### src/rtl/rst_funnel_pkg.sv
package rst_funnel_pkg;

   localparam int unsigned SRC_N = 8;

   // flag positions in the cause register
   localparam int unsigned SRC_POR    = 0;
   localparam int unsigned SRC_SUPMON = 1;
   localparam int unsigned SRC_PIN    = 2;
   localparam int unsigned SRC_MISCLK = 3;
   localparam int unsigned SRC_WDT    = 4;
   localparam int unsigned SRC_CMP    = 5;
   localparam int unsigned SRC_SW     = 6;
   localparam int unsigned SRC_FLASH  = 7;

   typedef logic [SRC_N-1:0] src_vec_t;

   localparam src_vec_t POR_ONLY    = src_vec_t'(1) << SRC_POR;
   localparam src_vec_t PIN_DRIVERS = (src_vec_t'(1) << SRC_POR) | (src_vec_t'(1) << SRC_SUPMON);

endpackage

### src/rtl/rst_sync_bank.sv
module rst_sync_bank #(
   parameter int unsigned WIDTH   = 1,
   parameter int unsigned STAGES  = 2,
   parameter bit          RST_VAL = 1'b0
) (
   input  logic             clk,
   input  logic             arst,
   input  logic [WIDTH-1:0] d,
   output logic [WIDTH-1:0] q
);

   if (STAGES < 2) begin : g_bad_stages
      $error("rst_sync_bank: STAGES must be at least 2");
   end
   if (WIDTH < 1) begin : g_bad_width
      $error("rst_sync_bank: WIDTH must be at least 1");
   end

   for (genvar i = 0; i < WIDTH; i++) begin : g_bit
      logic [STAGES-1:0] chain_q;
      always_ff @(posedge clk or posedge arst) begin
         if (arst) chain_q <= {STAGES{RST_VAL}};
         else      chain_q <= {chain_q[STAGES-2:0], d[i]};
      end
      assign q[i] = chain_q[STAGES-1];
   end

endmodule

### src/rtl/rst_stretch.sv
module rst_stretch #(
   parameter int unsigned HOLD = 16
) (
   input  logic clk,
   input  logic por,
   input  logic hard_hit,
   input  logic any_req,
   output logic rst_o
);

   localparam int unsigned CW = $clog2(HOLD + 1);

   if (HOLD < 2) begin : g_bad_hold
      $error("rst_stretch: HOLD must be at least 2");
   end

   logic [CW-1:0] cnt_q;
   logic          rst_q;

   // asynchronous set, synchronous countdown release
   always_ff @(posedge clk or posedge hard_hit) begin
      if (hard_hit) begin
         cnt_q <= CW'(HOLD);
         rst_q <= 1'b1;
      end else if (any_req) begin
         cnt_q <= CW'(HOLD);
         rst_q <= 1'b1;
      end else begin
         if (cnt_q != '0) cnt_q <= cnt_q - 1'b1;
         rst_q <= (cnt_q > CW'(1));
      end
   end

   assign rst_o = rst_q;

   // quiet-edge counter used only by the stretch check
   logic [CW-1:0] quiet_q;
   always_ff @(posedge clk or posedge por) begin
      if (por)                        quiet_q <= '0;
      else if (any_req)               quiet_q <= '0;
      else if (quiet_q != CW'(HOLD))  quiet_q <= quiet_q + 1'b1;
   end

   p_async_set_r1: assert property (@(posedge clk) disable iff (por)
      hard_hit |-> rst_q);

   p_stretch_min_r3: assert property (@(posedge clk) disable iff (por)
      $fell(rst_q) |-> (quiet_q >= CW'(HOLD)));

endmodule

### src/rtl/rst_cause_log.sv
module rst_cause_log
   import rst_funnel_pkg::*;
(
   input  logic     clk,
   input  logic     por,
   input  src_vec_t req,
   input  logic     rst_i,
   output src_vec_t cause_o,
   output logic     pin_o
);

   src_vec_t cause_q;
   logic     armed_q;   // 1: next request starts a fresh record

   always_ff @(posedge clk or posedge por) begin
      if (por) begin
         cause_q <= POR_ONLY;
         armed_q <= 1'b0;
      end else begin
         if (req[SRC_POR])   cause_q <= POR_ONLY;
         else if (|req)      cause_q <= armed_q ? req : (cause_q | req);

         if (|req)           armed_q <= 1'b0;
         else if (!rst_i)    armed_q <= 1'b1;
      end
   end

   assign cause_o = cause_q;
   assign pin_o   = rst_i & ~armed_q & (|(cause_q & PIN_DRIVERS));

   p_cause_filled_r5: assert property (@(posedge clk) disable iff (por)
      (|req) |=> (cause_q != '0));

   p_por_alone_r7: assert property (@(posedge clk) disable iff (por)
      req[SRC_POR] |=> ($countones(cause_q) == 1 && cause_q[SRC_POR]));

endmodule

### src/rtl/rst_funnel_ctrl.sv
module rst_funnel_ctrl
   import rst_funnel_pkg::*;
#(
   parameter int unsigned STRETCH_CYCLES  = 16,
   parameter int unsigned SYNC_STAGES     = 2,
   parameter bit          ASYNC_ASSERT    = 1'b1,
   parameter int unsigned PORT_COUNT      = 4,
   parameter int unsigned PC_WIDTH        = 16,
   parameter logic [1:0]  WDT_DIV_CODE    = 2'b00,
   parameter bit          CLK_SRC_DEFAULT = 1'b0
) (
   input  logic                    clk,
   input  logic                    por_req,
   input  logic                    supmon_trip,
   input  logic                    supmon_en,
   input  logic                    pin_rst,
   input  logic                    misclk_trip,
   input  logic                    wdt_expire,
   input  logic                    cmp_trip,
   input  logic                    cmp_en,
   input  logic                    sw_rst_wr,
   input  logic                    flash_fault,
   output logic                    sys_rst,
   output logic                    pin_pull_low,
   output logic [SRC_N-1:0]        rst_cause,
   output logic [PORT_COUNT*8-1:0] port_init,
   output logic [PC_WIDTH-1:0]     pc_init,
   output logic                    wdt_en_init,
   output logic [1:0]              wdt_div_sel,
   output logic                    irq_en_allow,
   output logic                    tmr_en_allow,
   output logic                    clk_src_sel
);

   localparam int unsigned PORT_BITS = PORT_COUNT * 8;
   localparam int unsigned ASYNC_N   = 4;

   if (STRETCH_CYCLES < 2) begin : g_bad_stretch
      $error("rst_funnel_ctrl: STRETCH_CYCLES must be at least 2");
   end
   if (SYNC_STAGES < 2) begin : g_bad_sync
      $error("rst_funnel_ctrl: SYNC_STAGES must be at least 2");
   end
   if (PORT_COUNT < 1) begin : g_bad_ports
      $error("rst_funnel_ctrl: PORT_COUNT must be at least 1");
   end
   if (PC_WIDTH < 8) begin : g_bad_pc
      $error("rst_funnel_ctrl: PC_WIDTH must be at least 8");
   end

   // synchronizers for asynchronous sources
   logic [ASYNC_N-1:0] a_raw;
   logic [ASYNC_N-1:0] a_sync;
   logic               por_sync;

   assign a_raw = {cmp_trip, misclk_trip, pin_rst, supmon_trip};

   rst_sync_bank #(.WIDTH(ASYNC_N), .STAGES(SYNC_STAGES), .RST_VAL(1'b0)) u_async_sync (
      .clk  (clk),
      .arst (por_req),
      .d    (a_raw),
      .q    (a_sync)
   );

   rst_sync_bank #(.WIDTH(1), .STAGES(SYNC_STAGES), .RST_VAL(1'b1)) u_por_sync (
      .clk  (clk),
      .arst (por_req),
      .d    (1'b0),
      .q    (por_sync)
   );

   // request vector in clock domain
   src_vec_t req;
   always_comb begin
      req             = '0;
      req[SRC_POR]    = por_sync;
      req[SRC_SUPMON] = a_sync[0] & supmon_en;
      req[SRC_PIN]    = a_sync[1];
      req[SRC_MISCLK] = a_sync[2];
      req[SRC_WDT]    = wdt_expire;
      req[SRC_CMP]    = a_sync[3] & cmp_en;
      req[SRC_SW]     = sw_rst_wr;
      req[SRC_FLASH]  = flash_fault;
   end

   // asynchronous assertion path
   logic hard_hit;
   if (ASYNC_ASSERT) begin : g_async_set
      assign hard_hit = por_req | (supmon_trip & supmon_en) | pin_rst
                      | misclk_trip | (cmp_trip & cmp_en);
   end else begin : g_sync_set
      assign hard_hit = por_req;
   end

   logic rst_int;

   rst_stretch #(.HOLD(STRETCH_CYCLES)) u_stretch (
      .clk      (clk),
      .por      (por_req),
      .hard_hit (hard_hit),
      .any_req  (|req),
      .rst_o    (rst_int)
   );

   src_vec_t cause_w;
   logic     pin_w;

   rst_cause_log u_cause (
      .clk     (clk),
      .por     (por_req),
      .req     (req),
      .rst_i   (rst_int),
      .cause_o (cause_w),
      .pin_o   (pin_w)
   );

   assign sys_rst      = rst_int;
   assign pin_pull_low = pin_w;
   assign rst_cause    = cause_w;
   assign irq_en_allow = ~rst_int;
   assign tmr_en_allow = ~rst_int;

   // downstream start-up values
   assign port_init   = {PORT_BITS{1'b1}};
   assign pc_init     = '0;
   assign wdt_en_init = 1'b1;
   assign wdt_div_sel = WDT_DIV_CODE;
   assign clk_src_sel = CLK_SRC_DEFAULT;

   p_pin_cause_r6: assert property (@(posedge clk) disable iff (por_req)
      pin_pull_low |-> (sys_rst && (rst_cause[SRC_POR] || rst_cause[SRC_SUPMON])));

endmodule

### config.mk
export PLATFORM = sky130hd
export DESIGN_NAME = rst_funnel_ctrl
export DESIGN_NICKNAME = d
export VERILOG_FILES = /design/src/rtl/rst_funnel_pkg.sv /design/src/rtl/rst_sync_bank.sv /design/src/rtl/rst_stretch.sv /design/src/rtl/rst_cause_log.sv /design/src/rtl/rst_funnel_ctrl.sv
export SDC_FILE = /design/constraint.sdc
export NUM_CORES = 1
export LEC_CHECK = 0
export BUFFER_PORTS_ARGS = -buffer_cell sky130_fd_sc_hd__buf_4
export CAP_MARGIN = 20
export CELL_PAD_IN_SITES_DETAIL_PLACEMENT = 1
export CELL_PAD_IN_SITES_GLOBAL_PLACEMENT = 2
export CORE_MARGIN = 2
export CORE_UTILIZATION = 23
export DETAILED_ROUTE_END_ITERATION = 6
export MAX_ROUTING_LAYER = met4
export PLACE_DENSITY = 0.73
export SLEW_MARGIN = 10
export SYNTH_ARGS = -nofsm -noshare
export SYNTH_HDL_FRONTEND = slang
export SYNTH_SLANG_ARGS = --single-unit
### constraint.sdc
create_clock -name clk -period 1.7 [get_ports clk]
set_clock_uncertainty 0.2 [all_clocks]
set_input_delay 0.255 -clock clk [delete_from_list [all_inputs] [get_ports clk]]
set_output_delay 0.255 -clock clk [all_outputs]
set_load 0.02 [all_outputs]
======== Word-level counts from Yosys, hierarchy flattened ========
Cells that the tools add are included.
word-level totals
  register bits ........................... 25
operators by class
  bitwise logic cells ..................... 13
  add/subtract/negate cells ............... 1
  eq/ne operators ......................... 1
  $lt $le $gt $ge ......................... 1
  multiplexer cells ....................... 8
  reduce and logical (&&, ||, !) cells .... 5
operators by type and width
  cell                                                                              number
  8-bit two-way mux                                                                 3
  5-bit two-way mux                                                                 2
  8-bit OR                                                                          1
  8-bit OR reduction                                                                1
  1-bit bitwise AND                                                                 6
  5-bit by 1-bit greater-than comparator with 1-bit output (second input constant)  1
  5-bit nonzero test                                                                1
  5-bit by 1-bit subtractor with 5-bit output (second input constant)               1
  1-bit OR                                                                          4
  2-bit nonzero test                                                                2
  1-bit two-way mux                                                                 3
  2-bit by 1-bit inequality test with 1-bit output (second input constant)          1
  1-bit inverter                                                                    2
  2-bit OR reduction                                                                1

======== Logic depth before layout (Yosys ltp) ========
  depth in word-level cells ............... 5
  depth in mapped cells ................... 5

======== Cells and area by module ========
From an unflattened synthesis, not the netlist that was laid out.
unflattened totals
  cell total of the unflattened synthesis .. 151
  area total of the unflattened synthesis .. 1496.4 µm²
modules (own cells, without submodules)
  module                         area each (µm²)  times used  cells an instance  seq. area each (µm²)
  rst_funnel_ctrl                459.2            1           64                 0.0
  rst_cause_log                  440.4            1           42                 226.5
  rst_stretch                    306.5            1           29                 152.6
  rst_sync_bank at u_async_sync  234.0            1           13                 200.2
  rst_sync_bank at u_por_sync    56.3             1           3                  52.6

======== Worst setup path after synthesis ========
No wires, ideal clock.
  kind .................................... register -> output
  start ................................... reg u_stretch.rst_q, in the netlist u_stretch.rst_o
  end ..................................... out pin_pull_low
  cell stages (with the launch flop) ...... 3
  arrival time ............................ 1.244 ns
  slack ................................... 0.001 ns
  buffers on the path ..................... 0
  required time ........................... 1.245 ns
  cell sequence ........................... dfstp_2 > inv_1 > nor3_1
between the ends
  longest elaborated chain between the ends .. 2
ends and longest elaborated chain
  what                             RTL line               source
  from (decl)                      rst_stretch.sv:18      logic rst_q;
  from (signal assigned)           rst_stretch.sv:30      rst_q <= (cnt_q > CW'(1));
  1-bit bitwise AND (2 in series)  rst_cause_log.sv:29    assign pin_o = rst_i & ~armed_q & (|(cause_q & PIN_DRIVERS));
  to (decl)                        rst_funnel_ctrl.sv:24  output logic pin_pull_low,
No other way between the ends.

======== Final worst setup path ========
  start ................................... reg u_stretch.cnt_q[0]
  end ..................................... reg u_stretch.cnt_q[1]
between the ends
  longest elaborated chain between the ends .. 3
ends and longest elaborated chain
  what                                         RTL line           source
  from (decl)                                  rst_stretch.sv:17  logic [CW-1:0] cnt_q;
  from (signal assigned)                       rst_stretch.sv:23  cnt_q <= CW'(HOLD);
  from (signal assigned)                       rst_stretch.sv:26  cnt_q <= CW'(HOLD);
  from (signal assigned)                       rst_stretch.sv:29  if (cnt_q != '0) cnt_q <= cnt_q - 1'b1;
  5-bit by 1-bit subtractor with 5-bit output  rst_stretch.sv:29
  5-bit two-way mux                            rst_stretch.sv:29
  5-bit two-way mux                            rst_stretch.sv:25  end else if (any_req) begin
Parallel ways exist; a longest one is shown, timed or not. The select of a mux whose other input is x is not followed.
A chain may end at the register's enable or synchronous reset.

==> impl_metrics.ini <==
[synthesis]
yosysTopAreaCellShare_pct = 35.2
ys_types = 30
synth_compound_area_share_pct = 11.6
yosys.area_share.simple_pct = 10.4
yosysSeqAreaShare_pct = 44.4
syn_avg_cell_area_um2 = 10.1
synth_xor_area_share_pct = 0.616
synth.largest_area_cell = dfrtp_1
yosys-top-cells-area = dfrtp_1 (35%), buf_4 (28%), dfstp_2 (9.2%), a21oi_1 (3.2%), o2bb2ai_1 (3.1%)
synth_fa_ha_area_share_pct = 1.76
ys_warn_count = 0
synth.area.mux_share_pct = 0.792
ys_ff_latch = 25
synth_area_um2 = 1420
postSynthCellCount = 141
synth_top_family_by_area = buffers and inverters

[floorplanning]
placementRows = 28
start_util_pct = 23.9
die_x_um = 82.6
die_y_um = 82.6
fp.dieArea_um2 = 6830
ios = 75
core_um2 = 5960

[global_routing]
grt_start_max_net_pins = 20
antenna_found_initial = 0
track_usage_pct = 8.46
grt_pass1_wl_um = 4210
overflow = 0
grt_pass1_vias = 883

[timing]
setup_violations = 0
setup_slack_ns = 0.0531
hold_violations = 0
setup_tns_ns = 0
max_freq_ghz = 0.607
final_max_slew_viol_count = 0
rsz0062_at_grt = false
period_needed_ns = 1.65
hold_ws_ns = 0.0738
finalCritPeriodShare_pct = 96.9

[hold_path]
min_to = u_cause.cause_o[6]$_DFFE_PP0P_
hold_depth = 3
min_from = sw_rst_wr
min_path_type = in2reg

[routing]
drcViolationCount = 0
drtIter0Drc = 41
wl_per_cell_um = 10.8
ant_nets = 0
vias_per_cell = 3.62
wirelength_um = 2730
vias = 911
detail_route.first_pass.iterations = 4

[clock_tree]
clk_path_buf_depth = 2
cts_tree = done
clock_sinks = 25
htreeDepth = 1
clk_latency_ns = 0.27
clkTransAtPathRegs_ns = 0.09
numCtsBuffers = 3
clock-root-buffer = clkbuf_8

[setup_path]
path_cells = inv_1 > ha_4 > or4b_4 > a211oi_2
cpMaxStageDelayCell = or4b_4
reg2reg_slack_ns = 0.05
cp_max_fo = 3
max_stage_delay_ns = 0.50
reg2reg_depth = 4
cp-end-kind = flop
crit_path_start_kind = flop
crit_required_ns = 1.68
cp_top_family = simple AND/OR/NAND/NOR gates
arrival_ns = 1.63
worstSetupPathType = reg2reg
critPathBufInv = 1
r2r-end = u_stretch.cnt_q[1]$_DFFE_PP0P_
r2r_start = u_stretch.cnt_q[0]$_DFFE_PP0P_
crit_start = u_stretch.cnt_q[0]$_DFFE_PP0P_

[power]
powerDensity_nw_per_um2 = 726
total_power_uw = 1210
p_leak_uw = 0.000826
vdd_ir_drop_max_uv = 288

[cells_and_area]
nNetsFinal = 191
layout-drive-gt1-share_pct = 29.4
stdcell_count = 252
final_cell_mix = conb_1 (53), buf_4 (31), dfrtp_1 (20), a21oi_1 (9)
area_growth_pct = 17.4
n_antenna_cell = 0
final_common_cell = conb_1

[flow_run]
cap_violations = 0

[placed_design]
dpl.hpwl_um = 2170
dp_slack_ns = 0.0347
placed_cells = 240
io_buffers = 22
place.gp.congestion = 0.688

[run_status]
status = finished, final reports clean
## area by class of cell
class,instances,area [um2]
Fill cell,716,4290
Inverter,5,18.8
Clock inverter,1,5.00
Tap cell,75,93.8
Clock buffer,3,41.3
Sequential cell,25,632
Timing Repair Buffer,36,283
Multi-Input combinational cell,107,597
## layer usage
layer	vias to the layer above	share of wire [%]	track usage, %
met5	-	0	-
li1	432	-	-
met3	2	7.3	2.72
met2	35	52	14.8
met1	442	40	9.35
met4	0	0.29	1.97
## sequential cells by signal, indices dropped and copies added (netlist names)
register and count:
u_stretch.rst_o 1, u_async_sync.g_bit.chain_q 8, u_stretch.cnt_q 5, u_cause.armed_q 1
u_por_sync.g_bit.chain_q 2, u_cause.cause_o 8
## Yosys cell counts, drive strengths merged
| master | n |
|---|---|
| a22o | 1 |
| o2bb2ai | 5 |
| nand2 | 6 |
| nand2b | 2 |
| nand3b | 2 |
| conb | 2 |
| xnor2 | 1 |
| a311oi | 1 |
| o21ai | 3 |
| clkbuf | 2 |
| nor2 | 8 |
| ha | 2 |
| or4b | 1 |
| a21oi | 9 |
| a2bb2oi | 1 |
| a211oi | 2 |
| and3 | 1 |
| nor3 | 3 |
| dfrtp | 20 |
| o211ai | 1 |
| mux2 | 1 |
| buf | 53 |
| nor4 | 2 |
| dfstp | 5 |
| a21o | 1 |
| inv | 5 |
| nand3 | 1 |
## worst max-delay path by stage
stage	end	slack, ns	depth (start not counted)
floorplan	pin_pull_low	0.0006	2
global placement	u_stretch.cnt_q[0]$_DFFE_PP0P_	0.10	5
detailed placement	u_stretch.cnt_q[0]$_DFFE_PP0P_	0.03	5
CTS	pin_pull_low	0.01	3
global route	pin_pull_low	0.01	3
finish	u_stretch.cnt_q[1]$_DFFE_PP0P_	0.05	4
## worst min-delay path, cell delays in order
cell,delay [ns]
buf_4,0.10
a21oi_1,0.04
o2bb2ai_1,0.12
## cell families (layout without fill, tap and decap cells)
logic type,count (synthesis),count (layout)
AOI/OAI and AO/OA,24,24
DFF,25,25
xor gates and xnor gates,1,1
muxes,1,1
other,2,53
and+or+nand+nor,26,26
adders and majority gates,2,2
buffers and inverters,60,45
## stage by stage
| stage | util, % | area, um2 |
|---|---|---|
| after detailed placement | 25.4 | 1510 |
| after global placement | 25.4 | 1510 |
| after global routing | 28.0 | 1670 |
| after floorplan | - | 1610 |
| after CTS | 27.1 | 1620 |
| final | 28.0 | 1670 |
## timing repair
| action | in CTS | in global routing |
|---|---|---|
| endpoints found under the hold margin | 24 | 0 |
| pin swaps | 0 | 1 |
| hold buffers | 5 | 0 |
| resized for setup | 0 | 9 |
| buffers inserted | 1 | 2 |
| setup endpoints to repair | 1 | 7 |
## where the power goes
| group | total [uW] | switching [uW] | internal (uW) |
|---|---|---|---|
| Combinational | 222 | 163 | 59.2 |
| Sequential | 639 | 18.2 | 621 |
| Clock | 351 | 187 | 164 |
(Power assumes the default switching activity.)
